==> src/rtl/fxp_alu_pkg.sv <==
package fxp_alu_pkg;
  typedef enum logic {OP_ADD = 1'b0, OP_MUL = 1'b1} fxp_op_e;

  // larger of two fractional counts
  function automatic logic [7:0] q_max(input logic [7:0] x, input logic [7:0] y);
    return (x > y) ? x : y;
  endfunction
endpackage

==> src/rtl/fxp_align.sv <==
module fxp_align #(
  parameter int W  = 8,
  parameter int QW = 3,
  parameter int AW = W + (1 << QW) - 1
) (
  input  logic [W-1:0]  a,
  input  logic [QW-1:0] aq,
  input  logic [W-1:0]  b,
  input  logic [QW-1:0] bq,
  output logic [AW-1:0] a_al,
  output logic [AW-1:0] b_al,
  output logic [QW-1:0] q_big
);
  import fxp_alu_pkg::*;
  logic [AW-1:0] a_ext, b_ext;
  logic [7:0]    qm8;

  assign a_ext = {{(AW-W){a[W-1]}}, a};
  assign b_ext = {{(AW-W){b[W-1]}}, b};
  assign qm8   = q_max(8'(aq), 8'(bq));
  assign q_big = qm8[QW-1:0];
  // wide field: a left shift never drops a significant bit
  assign a_al  = a_ext << (q_big - aq);
  assign b_al  = b_ext << (q_big - bq);
endmodule

==> src/rtl/fxp_add.sv <==
module fxp_add #(
  parameter int W  = 8,
  parameter int AW = 15
) (
  input  logic [AW-1:0] a_al,
  input  logic [AW-1:0] b_al,
  output logic [W-1:0]  sum,
  output logic          ovf
);
  logic [AW:0] wide;
  logic [AW-W+1:0] top_bits;

  assign wide     = {a_al[AW-1], a_al} + {b_al[AW-1], b_al};
  assign top_bits = wide[AW:W-1];
  assign sum      = wide[W-1:0];
  assign ovf      = !((&top_bits) || !(|top_bits));
endmodule

==> src/rtl/fxp_mul.sv <==
module fxp_mul #(
  parameter int W = 8
) (
  input  logic [W-1:0]   a,
  input  logic [W-1:0]   b,
  output logic [2*W-1:0] prod
);
  logic [2*W-1:0] ax, bx;
  assign ax   = {{W{a[W-1]}}, a};
  assign bx   = {{W{b[W-1]}}, b};
  assign prod = ax * bx;
endmodule

==> src/rtl/fxp_mixed_alu.sv <==
module fxp_mixed_alu #(
  parameter int W  = 8,
  parameter int QW = 3,
  localparam int AW  = W + (1 << QW) - 1,
  localparam int RW  = 2 * W,
  localparam int RQW = QW + 1
) (
  input  logic           clk,
  input  logic           rst_n,
  input  logic [W-1:0]   a_data,
  input  logic [QW-1:0]  a_q,
  input  logic [W-1:0]   b_data,
  input  logic [QW-1:0]  b_q,
  input  logic           op_mul,
  output logic [RW-1:0]  res_data,
  output logic [RQW-1:0] res_q,
  output logic           res_ovf
);
  import fxp_alu_pkg::*;

  logic [AW-1:0] a_al, b_al;
  logic [QW-1:0] q_big;
  logic [W-1:0]  add_sum;
  logic          add_ovf;
  logic [RW-1:0] mul_prod;
  fxp_op_e       op;

  // named internal events for assertions
  logic [RW-1:0]  nxt_data;
  logic [RQW-1:0] nxt_q;
  logic           nxt_ovf;
  logic           mul_r;
  logic           primed;

  assign op = fxp_op_e'(op_mul);

  fxp_align #(.W(W), .QW(QW), .AW(AW)) u_align (
    .a(a_data), .aq(a_q), .b(b_data), .bq(b_q),
    .a_al(a_al), .b_al(b_al), .q_big(q_big)
  );

  fxp_add #(.W(W), .AW(AW)) u_add (
    .a_al(a_al), .b_al(b_al), .sum(add_sum), .ovf(add_ovf)
  );

  fxp_mul #(.W(W)) u_mul (
    .a(a_data), .b(b_data), .prod(mul_prod)
  );

  always_comb begin
    if (op == OP_MUL) begin
      nxt_data = mul_prod;
      nxt_q    = RQW'(a_q) + RQW'(b_q);
      nxt_ovf  = 1'b0;
    end else begin
      nxt_data = {{(RW-W){add_sum[W-1]}}, add_sum};
      nxt_q    = RQW'(q_big);
      nxt_ovf  = add_ovf;
    end
  end

  always_ff @(posedge clk) begin
    if (!rst_n) begin
      res_data <= '0;
      res_q    <= '0;
      res_ovf  <= 1'b0;
      mul_r    <= 1'b0;
      primed   <= 1'b0;
    end else begin
      res_data <= nxt_data;
      res_q    <= nxt_q;
      res_ovf  <= nxt_ovf;
      mul_r    <= op_mul;
      primed   <= 1'b1;
    end
  end

  AST_MUL_NO_OVF: assert property (@(posedge clk) disable iff (!rst_n)
    mul_r |-> !res_ovf);

  AST_ADD_SIGN_EXT: assert property (@(posedge clk) disable iff (!rst_n)
    !mul_r |-> (res_data[RW-1:W] == {(RW-W){res_data[W-1]}}));

  AST_ADD_QMAX: assert property (@(posedge clk) disable iff (!rst_n)
    (primed && !$past(op_mul)) |->
      (res_q == RQW'(($past(a_q) > $past(b_q)) ? $past(a_q) : $past(b_q))));

  AST_MUL_QSUM: assert property (@(posedge clk) disable iff (!rst_n)
    (primed && $past(op_mul)) |->
      (res_q == RQW'($past(a_q)) + RQW'($past(b_q))));

  AST_ADD_SAME_Q: assert property (@(posedge clk) disable iff (!rst_n)
    (primed && !$past(op_mul) && ($past(a_q) == $past(b_q))) |->
      (res_data[W-1:0] == W'($past(a_data) + $past(b_data))));

  AST_RESET_CLEAR: assert property (@(posedge clk)
    !$past(rst_n) |-> (res_data == '0 && res_q == '0 && !res_ovf));
endmodule

==> config.mk <==
export PLATFORM = sky130hd
export DESIGN_NAME = fxp_mixed_alu
export DESIGN_NICKNAME = d
export VERILOG_FILES = /design/src/rtl/fxp_alu_pkg.sv /design/src/rtl/fxp_align.sv /design/src/rtl/fxp_add.sv /design/src/rtl/fxp_mul.sv /design/src/rtl/fxp_mixed_alu.sv
export SDC_FILE = /design/constraint.sdc
export NUM_CORES = 1
export LEC_CHECK = 0
export ABC_AREA = 1
export ABC_CLOCK_PERIOD_IN_PS = 6200
export CAP_MARGIN = 40
export CORE_ASPECT_RATIO = 1.1
export CORE_MARGIN = 5
export CORE_UTILIZATION = 61
export CTS_CLUSTER_DIAMETER = 120
export DETAILED_ROUTE_END_ITERATION = 12
export PLACE_DENSITY_LB_ADDON = 0.2
export SYNTH_ARGS = -nofsm -noshare
export SYNTH_HDL_FRONTEND = slang
export SYNTH_SLANG_ARGS = --single-unit
==> constraint.sdc <==
create_clock -name clk -period 6.2 [get_ports clk]
set_input_delay 0.62 -clock clk [delete_from_list [all_inputs] [get_ports clk]]
set_output_delay 0.62 -clock clk [all_outputs]
set_load 0.02 [all_outputs]
## Word level (Yosys, flattened, before mapping)

Cells that the tools add are included.

- Add/subtract/negate cells: 4
- Multipliers: 1
- Order comparisons: 1
- Shifts and indexed selects: 2
- Multiplexer cells: 3
- Bitwise logic cells: 1
- Reduce and logical (&&, ||, !) cells: 7

Operators by type and width:

| cell | number |
|---|---|
| $shl A15 B3 Y15 | 2 |
| $add A15 B15 Y16 | 1 |
| $mul A8 B8 Y16 | 1 |
| $mux W16 | 1 |
| $reduce_and A9 Y1 | 1 |
| $reduce_or A9 Y1 | 1 |
| $mux W3 | 2 |
| $sub A3 B3 Y3 | 2 |
| $add A3 B3 Y4 | 1 |
| $gt A3 B3 Y1 | 1 |
| $logic_not A1 Y1 | 2 |
| $reduce_and A2 Y1 | 1 |
| $reduce_or A2 Y1 | 1 |
| $logic_or A1 B1 Y1 | 1 |
| $not A1 Y1 | 1 |

- Register bits after elaboration: 21
- Bits of input ports: 25

## Depth between registers and ports, before layout

Gate-level depths: netlist (run 1).

- Word-level depth: 9
- Mapped depth: 31
- Mapped depth without buffers: 30

## Cells and area by module

Synthesis (run 1) repeated with hierarchy kept, for this count alone.

- Cell total of the unflattened synthesis: 915
- Area, all modules: 5691.7 sq um

Modules (own cells, without submodules):

| module | times used | cells each | area an instance (sq um) |
|---|---|---|---|
| fxp_mul | 1 | 399 | 2775.2 |
| fxp_add | 1 | 224 | 1118.6 |
| fxp_align | 1 | 198 | 1024.7 |
| fxp_mixed_alu | 1 | 94 | 773.2 |

## Worst setup path before layout (run 1)

OpenSTA, ideal clock, no wires.

- Path kind: input port to flip-flop
- Start: input a_data[3]
- End: register res_data[15]
- Data arrival time: 4375 ps
- Path slack: 1706 ps
- Stages on the path: 22
- Cells stage by stage: clkbuf_1 -> nor2_1 -> fa_1 -> inv_1 -> fa_1 -> inv_1 -> fa_1 -> inv_1 -> fa_1 -> inv_1 -> ha_1 -> inv_1 -> o21ai_0 -> a21boi_0 -> nand3_1 -> nand2_1 -> nand2_1 -> nand2_1 -> nand2_1 -> nand3_1 -> nand3_1 -> nand2_1

- Cells in the longest elaborated chain, start to end: 3
- Elaborated cells on any way between the ends: 4

RTL lines:

| what | line | text |
|---|---|---|
| start, declared | fxp_mixed_alu.sv:10 | `input logic [W-1:0] a_data,` |
| branches (longest 2 deep; another with $mul A8 B8 Y16) | - |  |
| $mux W16 (*) | fxp_mixed_alu.sv:51 | `if (op == OP_MUL) begin` |
| end signal, assigned | fxp_mixed_alu.sv:70 | `res_data <= nxt_data;` |
| end, declared | fxp_mixed_alu.sv:15 | `output logic [RW-1:0] res_data,` |

Mark *: on every way between the ends.
A chain may end at the register's enable or synchronous reset.

## Worst setup path after layout (run 1)

- Start: input b_data[7]
- End: register res_data[15]

- Cells in the longest elaborated chain, start to end: 3
- Elaborated cells on any way between the ends: 4

RTL lines:

| what | line | text |
|---|---|---|
| start, declared | fxp_mixed_alu.sv:12 | `input logic [W-1:0] b_data,` |
| branches (longest 2 deep; another with $mul A8 B8 Y16) | - |  |
| $mux W16 (*) | fxp_mixed_alu.sv:51 |  |

Marked as above.

==> results.cfg, run 1 <==
[setup_path]
worstSetupPathType = in -> reg
critPathMaxFanout = 8
cp-start-kind = input pin
crit_path_end_kind = flip-flop
crit_family = adder cells
cp_data_arrival_time_ns = 5.41
crit_buf_inv = 7
cp.required_ns = 6.36
slowest_stage = clkdlybuf4s50_1
crit_top_cell = inv_1
critPathMaxStageDelay_ns = 0.60
path_cells = clkdlybuf4s50_1, inv_1, nor2_1, fa_1, inv_1, fa_1, inv_1, fa_1, inv_1, fa_1, inv_1, ha_1, inv_1, o21ai_0, a21boi_0, nand3_1, nand2_1, nand2_1, nand2_1, nand2_1, nand3_1, nand3_1, nand2_1

[synthesis]
syn-num-nets = 953
ys_types = 35
ys_seq_area_share_pct = 8.04
yosysWarnings = 0
ys_async_sr_fraction_pct = 0
syn_area_sq_um = 5230
yosys_register_bits = 21
syn_area_per_cell_sq_um = 6.40
syn_inst = 816
synth_enable_flop_cells = 0
ys.flop_type = dfxtp_1

[floorplan]
rows = 35
dieArea_sq_um = 10500
initial_core_util_pct = 62.5
io_pins = 46
core_region_area_sq_um = 8360
dieHeight_microns = 107
die_x_microns = 98.3

[route]
drtIter0Drc = 263
ant_nets = 0
routedWlPerCell_microns = 13.6
vias = 5049
viasPerCell = 5.30
first_pass_iters = 5
post-route-drc-count = 0
routed_wl_microns = 13000

[clocking]
h-tree-depth = 1
cts_tree = done
postCtsHoldBufs = 0
clockBufferDepth = 2
cts-root-buf = clkbuf_8
cts_buffers = 3
cts_sinks = 21
clkTransAtPathRegs_ns = 0.09
post-cts-setup-buffers = 0
cts_resized = 0

[job]
max_cap_violations = 0

[power_and_ir_drop]
cellPowerDensity_nw_per_um2 = 367
power.leakage_nw = 3.37
peakVddDrop_mv = 0.291

[global_routing]
first_global_vias = 5356
grt_pass1_wl_microns = 22700
grt_max_degree = 14
track_usage_pct = 25.9
antenna_found_initial = 0
grt.overflow.total = 0

[final_layout]
syn2layout_area_growth_pct = 9.94
diodes = 0
nNetsFinal = 980
drive_above_1_share_pct = 2.02

[sta]
rsz0062_at_grt = false
fin_crit_ns = 5.25
hold_viol = 0
max_freq_mhz = 191
setup_viol = 0
holdWs_ns = 0.932
worst_slew_pin_slew_ns = 0.620
tns_ns = 0
slew_violations = 0
timing.slew.headroom_pct = 58.5
finalCritPeriodShare_pct = 84.7

[place]
routabilityCongestion = 0.915
io_buffers = 45
hpwl_microns = 11200

[outcome]
status = completed

[min_path]
hold_class = in -> reg
## power breakdown
part | switching [mW] | internal, mW | total, mW | leakage (nW)
sequential | 0.0102 | 0.176 | 0.186 | 0.174
clock | 0.0556 | 0.0451 | 0.101 | 0.0255
combinational | 1.14 | 0.683 | 1.82 | 3.17
## per-layer routing
metal  GRT usage, %  routed length, microns  share of wire (%)  vias to the layer above
li1               -                       -                  -                     2501
met1           28.1                    5030                 39                     2361
met2           50.2                    6980                 54                      143
met3           3.45                     535                4.1                       44
met4           10.1                     410                3.2                        0
met5              0                       0                  0                        -
## synthesized netlist by cell type, types with 2 or more instances
master / count / area, sq um
nand2_1: 254 / 953
inv_1: 198 / 743
fa_1: 59 / 1180
ha_1: 53 / 663
nor2_1: 44 / 165
o21ai_0: 41 / 205
nand3_1: 28 / 140
a21oi_1: 23 / 115
dfxtp_1: 21 / 420
clkbuf_1: 19 / 71.3
o21ai_1: 14 / 70.1
nand4_1: 9 / 56.3
xor2_1: 9 / 78.8
xnor2_1: 6 / 52.6
buf_6: 4 / 45.0
mux2i_1: 4 / 40.0
a32o_1: 2 / 20.0
and2_1: 2 / 12.5
inv_2: 2 / 7.51
mux2_2: 2 / 22.5
nand2_2: 2 / 12.5
nand2_4: 2 / 22.5
o21ai_2: 2 / 17.5
o21bai_1: 2 / 15.0
o22ai_1: 2 / 12.5
or2_1: 2 / 12.5
or2_2: 2 / 12.5
## registers in the layout, summed over array words and instances (netlist names)
| signal | count |
|---|---|
| res_data | 16 |
| res_q | 4 |
| res_ovf | 1 |
## tightest hold or removal path, cell delays in order
cell	delay, ns
clkdlybuf4s50_1	0.44
nand2_1	0.08
inv_1	0.03
## layout by cell type (no fill, tap or decap), types with 2 or more instances in the layout
master and instances:
o22ai_1 2, ha_1 53, dfxtp_1 21, nand2_4 2, nand3_1 28, xnor2_1 6, and2_1 2, inv_1 198
a32o_1 2, o21bai_1 2, xor2_1 9, nand2_2 2, nand2_1 254, or2_1 2, or2_2 2, inv_2 2
nand4_1 9, clkbuf_8 3, a21oi_1 23, nor2_1 44, o21ai_1 14, mux2_2 2, fa_1 59, mux2i_1 4
clkdlybuf4s50_1 45, o21ai_2 2, o21ai_0 41
## final timing paths
kind / slack [ns] / startpoint / depth (start not counted) / to
worst min-delay path: 0.93 / rst_n / 3 / res_data[6]
worst max-delay path: 0.95 / b_data[7] / 23 / res_data[15]
## metrics by stage
stage	util [%]	power (mW)	setup slack (ns)	instances	area, sq um
after global routing	68.7	2.40	0.513	953	5750
final	68.7	2.11	0.951	953	5750
after detailed placement	68.1	2.00	0.665	949	5700
after floorplan	-	1.56	1.71	816	5230
after CTS	68.7	2.11	0.953	953	5750
after global placement	68.1	1.94	0.701	949	5700
## cell type report
cell class / count / area [sq um]
Sequential cell: 21 / 420
Timing Repair Buffer: 45 / 450
Multi-Input combinational cell: 571 / 3940
Fill cell: 762 / 2620
Inverter: 201 / 754
Tap cell: 111 / 139
Clock buffer: 3 / 41.3
Clock inverter: 1 / 5.00
## cells by family after synthesis
group / synth area share [%]
AOI/OAI and AO/OA: 9.65
xor gates and xnor gates: 2.51
adders and majority gates: 35.3
buffers and inverters: 16.7
DFF: 8.04
muxes: 1.20
and+or+nand+nor: 26.6
Note: power is estimated with default switching activity, not from simulation.
==> inputs of run 2 (changes only) <==
--- a/config.mk
+++ b/config.mk
@@ -6,11 +6,11 @@
 export NUM_CORES = 1
 export LEC_CHECK = 0
 export ABC_AREA = 1
-export ABC_CLOCK_PERIOD_IN_PS = 6200
+export ABC_CLOCK_PERIOD_IN_PS = 4500
 export CAP_MARGIN = 40
 export CORE_ASPECT_RATIO = 1.1
 export CORE_MARGIN = 5
-export CORE_UTILIZATION = 61
+export CORE_UTILIZATION = 55
 export CTS_CLUSTER_DIAMETER = 120
 export DETAILED_ROUTE_END_ITERATION = 12
 export PLACE_DENSITY_LB_ADDON = 0.2
==> constraint.sdc (replaced) <==
create_clock -name clk -period 4.5 [get_ports clk]
set_input_delay 0.45 -clock clk [delete_from_list [all_inputs] [get_ports clk]]
set_output_delay 0.45 -clock clk [all_outputs]
set_load 0.02 [all_outputs]
==> results.cfg, run 2 (synthesized netlist as in run 1, its figures left out) <==
[global_routing]
first_global_vias = 5567
grt_max_degree = 13
antenna_found_initial = 0
grt.overflow.total = 0
track_usage_pct = 25.1
grt_pass1_wl_microns = 23700

[setup_path]
worstSetupPathType = in -> reg
critPathMaxStageDelay_ns = 0.67
crit_buf_inv = 4
cp_data_arrival_time_ns = 4.52
critPathMaxFanout = 5
cp-start-kind = input pin
crit_path_end_kind = flip-flop
slowest_stage = fa_2
cp.required_ns = 4.67
crit_top_cell = nand2_1
crit_family = simple AND/OR/NAND/NOR gates

[clocking]
cts_sinks = 21
h-tree-depth = 1
cts-root-buf = clkbuf_8
clkTransAtPathRegs_ns = 0.09
cts_buffers = 3
clockBufferDepth = 2
cts_tree = done

[place]
routabilityCongestion = 0.922
io_buffers = 45
hpwl_microns = 12200
post-place-cells = 1064
dp_slack_ns = -0.501

[final_layout]
final-seq-area_sq_um = 420
final_common_cell = nand2_1
largestRegisters = res_data x16, res_q x4, res_ovf x1
largest-register = res_data
nNetsFinal = 1097
largest_reg_flops = 16
syn2layout_area_growth_pct = 34.5
fillCellCount = 683
drive_above_1_share_pct = 23.5
final_cell_mix = nand2_1 (234), inv_1 (193), buf_4 (112)
multi_input_area_sq_um = 4330
diodes = 0
fin_util_pct = 75.5
stdcell_count = 1076

[route]
viasPerCell = 5.14
drtIter0Drc = 227
routedWlPerCell_microns = 14.0
first_pass_iters = 5
vias = 5531
ant_nets = 0
routed_wl_microns = 15100
post-route-drc-count = 0

[floorplan]
io_pins = 46
dieArea_sq_um = 11600
die_x_microns = 103
rows = 37
core_region_area_sq_um = 9310
dieHeight_microns = 112
initial_core_util_pct = 56.2

[job]
max_cap_violations = 0

[power_and_ir_drop]
power.leakage_nw = 4.06
cellPowerDensity_nw_per_um2 = 559
peakVddDrop_mv = 0.650

[sta]
max_freq_mhz = 230
setup_viol = 0
holdWs_ns = 0.600
worst_slew_pin_slew_ns = 0.575
slew_violations = 0
fin_crit_ns = 4.35
timing.slew.headroom_pct = 61.5
finalCritPeriodShare_pct = 96.6
hold_viol = 0
fin_ws_ns = 0.154

[outcome]
status = completed

[min_path]
hold_class = in -> reg
[run 2: cell types whose count changed in the layout (fill, tap and decap cells not counted), moves of 12 or more]
cell / delta
a21oi_1: -12
nand2_2: +17
o21ai_2: +12
buf_4: +112
o21ai_0: -17
clkdlybuf4s50_1: -20
nand2_1: -20
[run 2: final cells by class]
type | instances | share of cell area, %
Tap cell | 117 | 2.08
Clock buffer | 3 | 0.588
Inverter | 201 | 10.9
Clock inverter | 1 | 0.0712
Timing Repair Buffer | 162 | 18.7
Sequential cell | 21 | 5.98
Multi-Input combinational cell | 571 | 61.6
[run 2: final timing paths]
check,slack [ns],end,cells after the start,startpoint
worst min-delay path,0.60,res_q[3],3,b_q[2]
worst max-delay path,0.15,res_ovf,28,a_q[0]
[run 2: power by group]
part | leakage (nW) | switching, mW | internal, mW
combinational | 3.86 | 1.95 | 1.60
clock | 0.0255 | 0.0721 | 0.0620
sequential | 0.174 | 0.0125 | 0.242
total | 4.06 | 2.03 | 1.90
[run 2: timing repair]
action	CTS	global route
resized for setup	32	134
hold buffers	0	0
endpoints found under the setup margin	11	12
gates cloned	0	2
buffers inserted	0	6
pin swaps	1	38
[run 2: metal layers]
layer	vias up	wire length (microns)	GRT usage, %
li1	2727	-	-
met1	2615	5740	28.0
met2	144	8260	47.5
met4	0	517	8.64
met5	-	0	0
met3	45	570	3.29
[run 2: metrics by stage]
stage	power (mW)	cell area [sq um]	TNS, ns
after global placement	3.20	6530	-3.52
after CTS	3.51	6610	0
final	3.93	7030	0
after detailed placement	3.30	6530	-4.30
after floorplan	2.15	5230	0
after global routing	4.33	7030	-0.0348
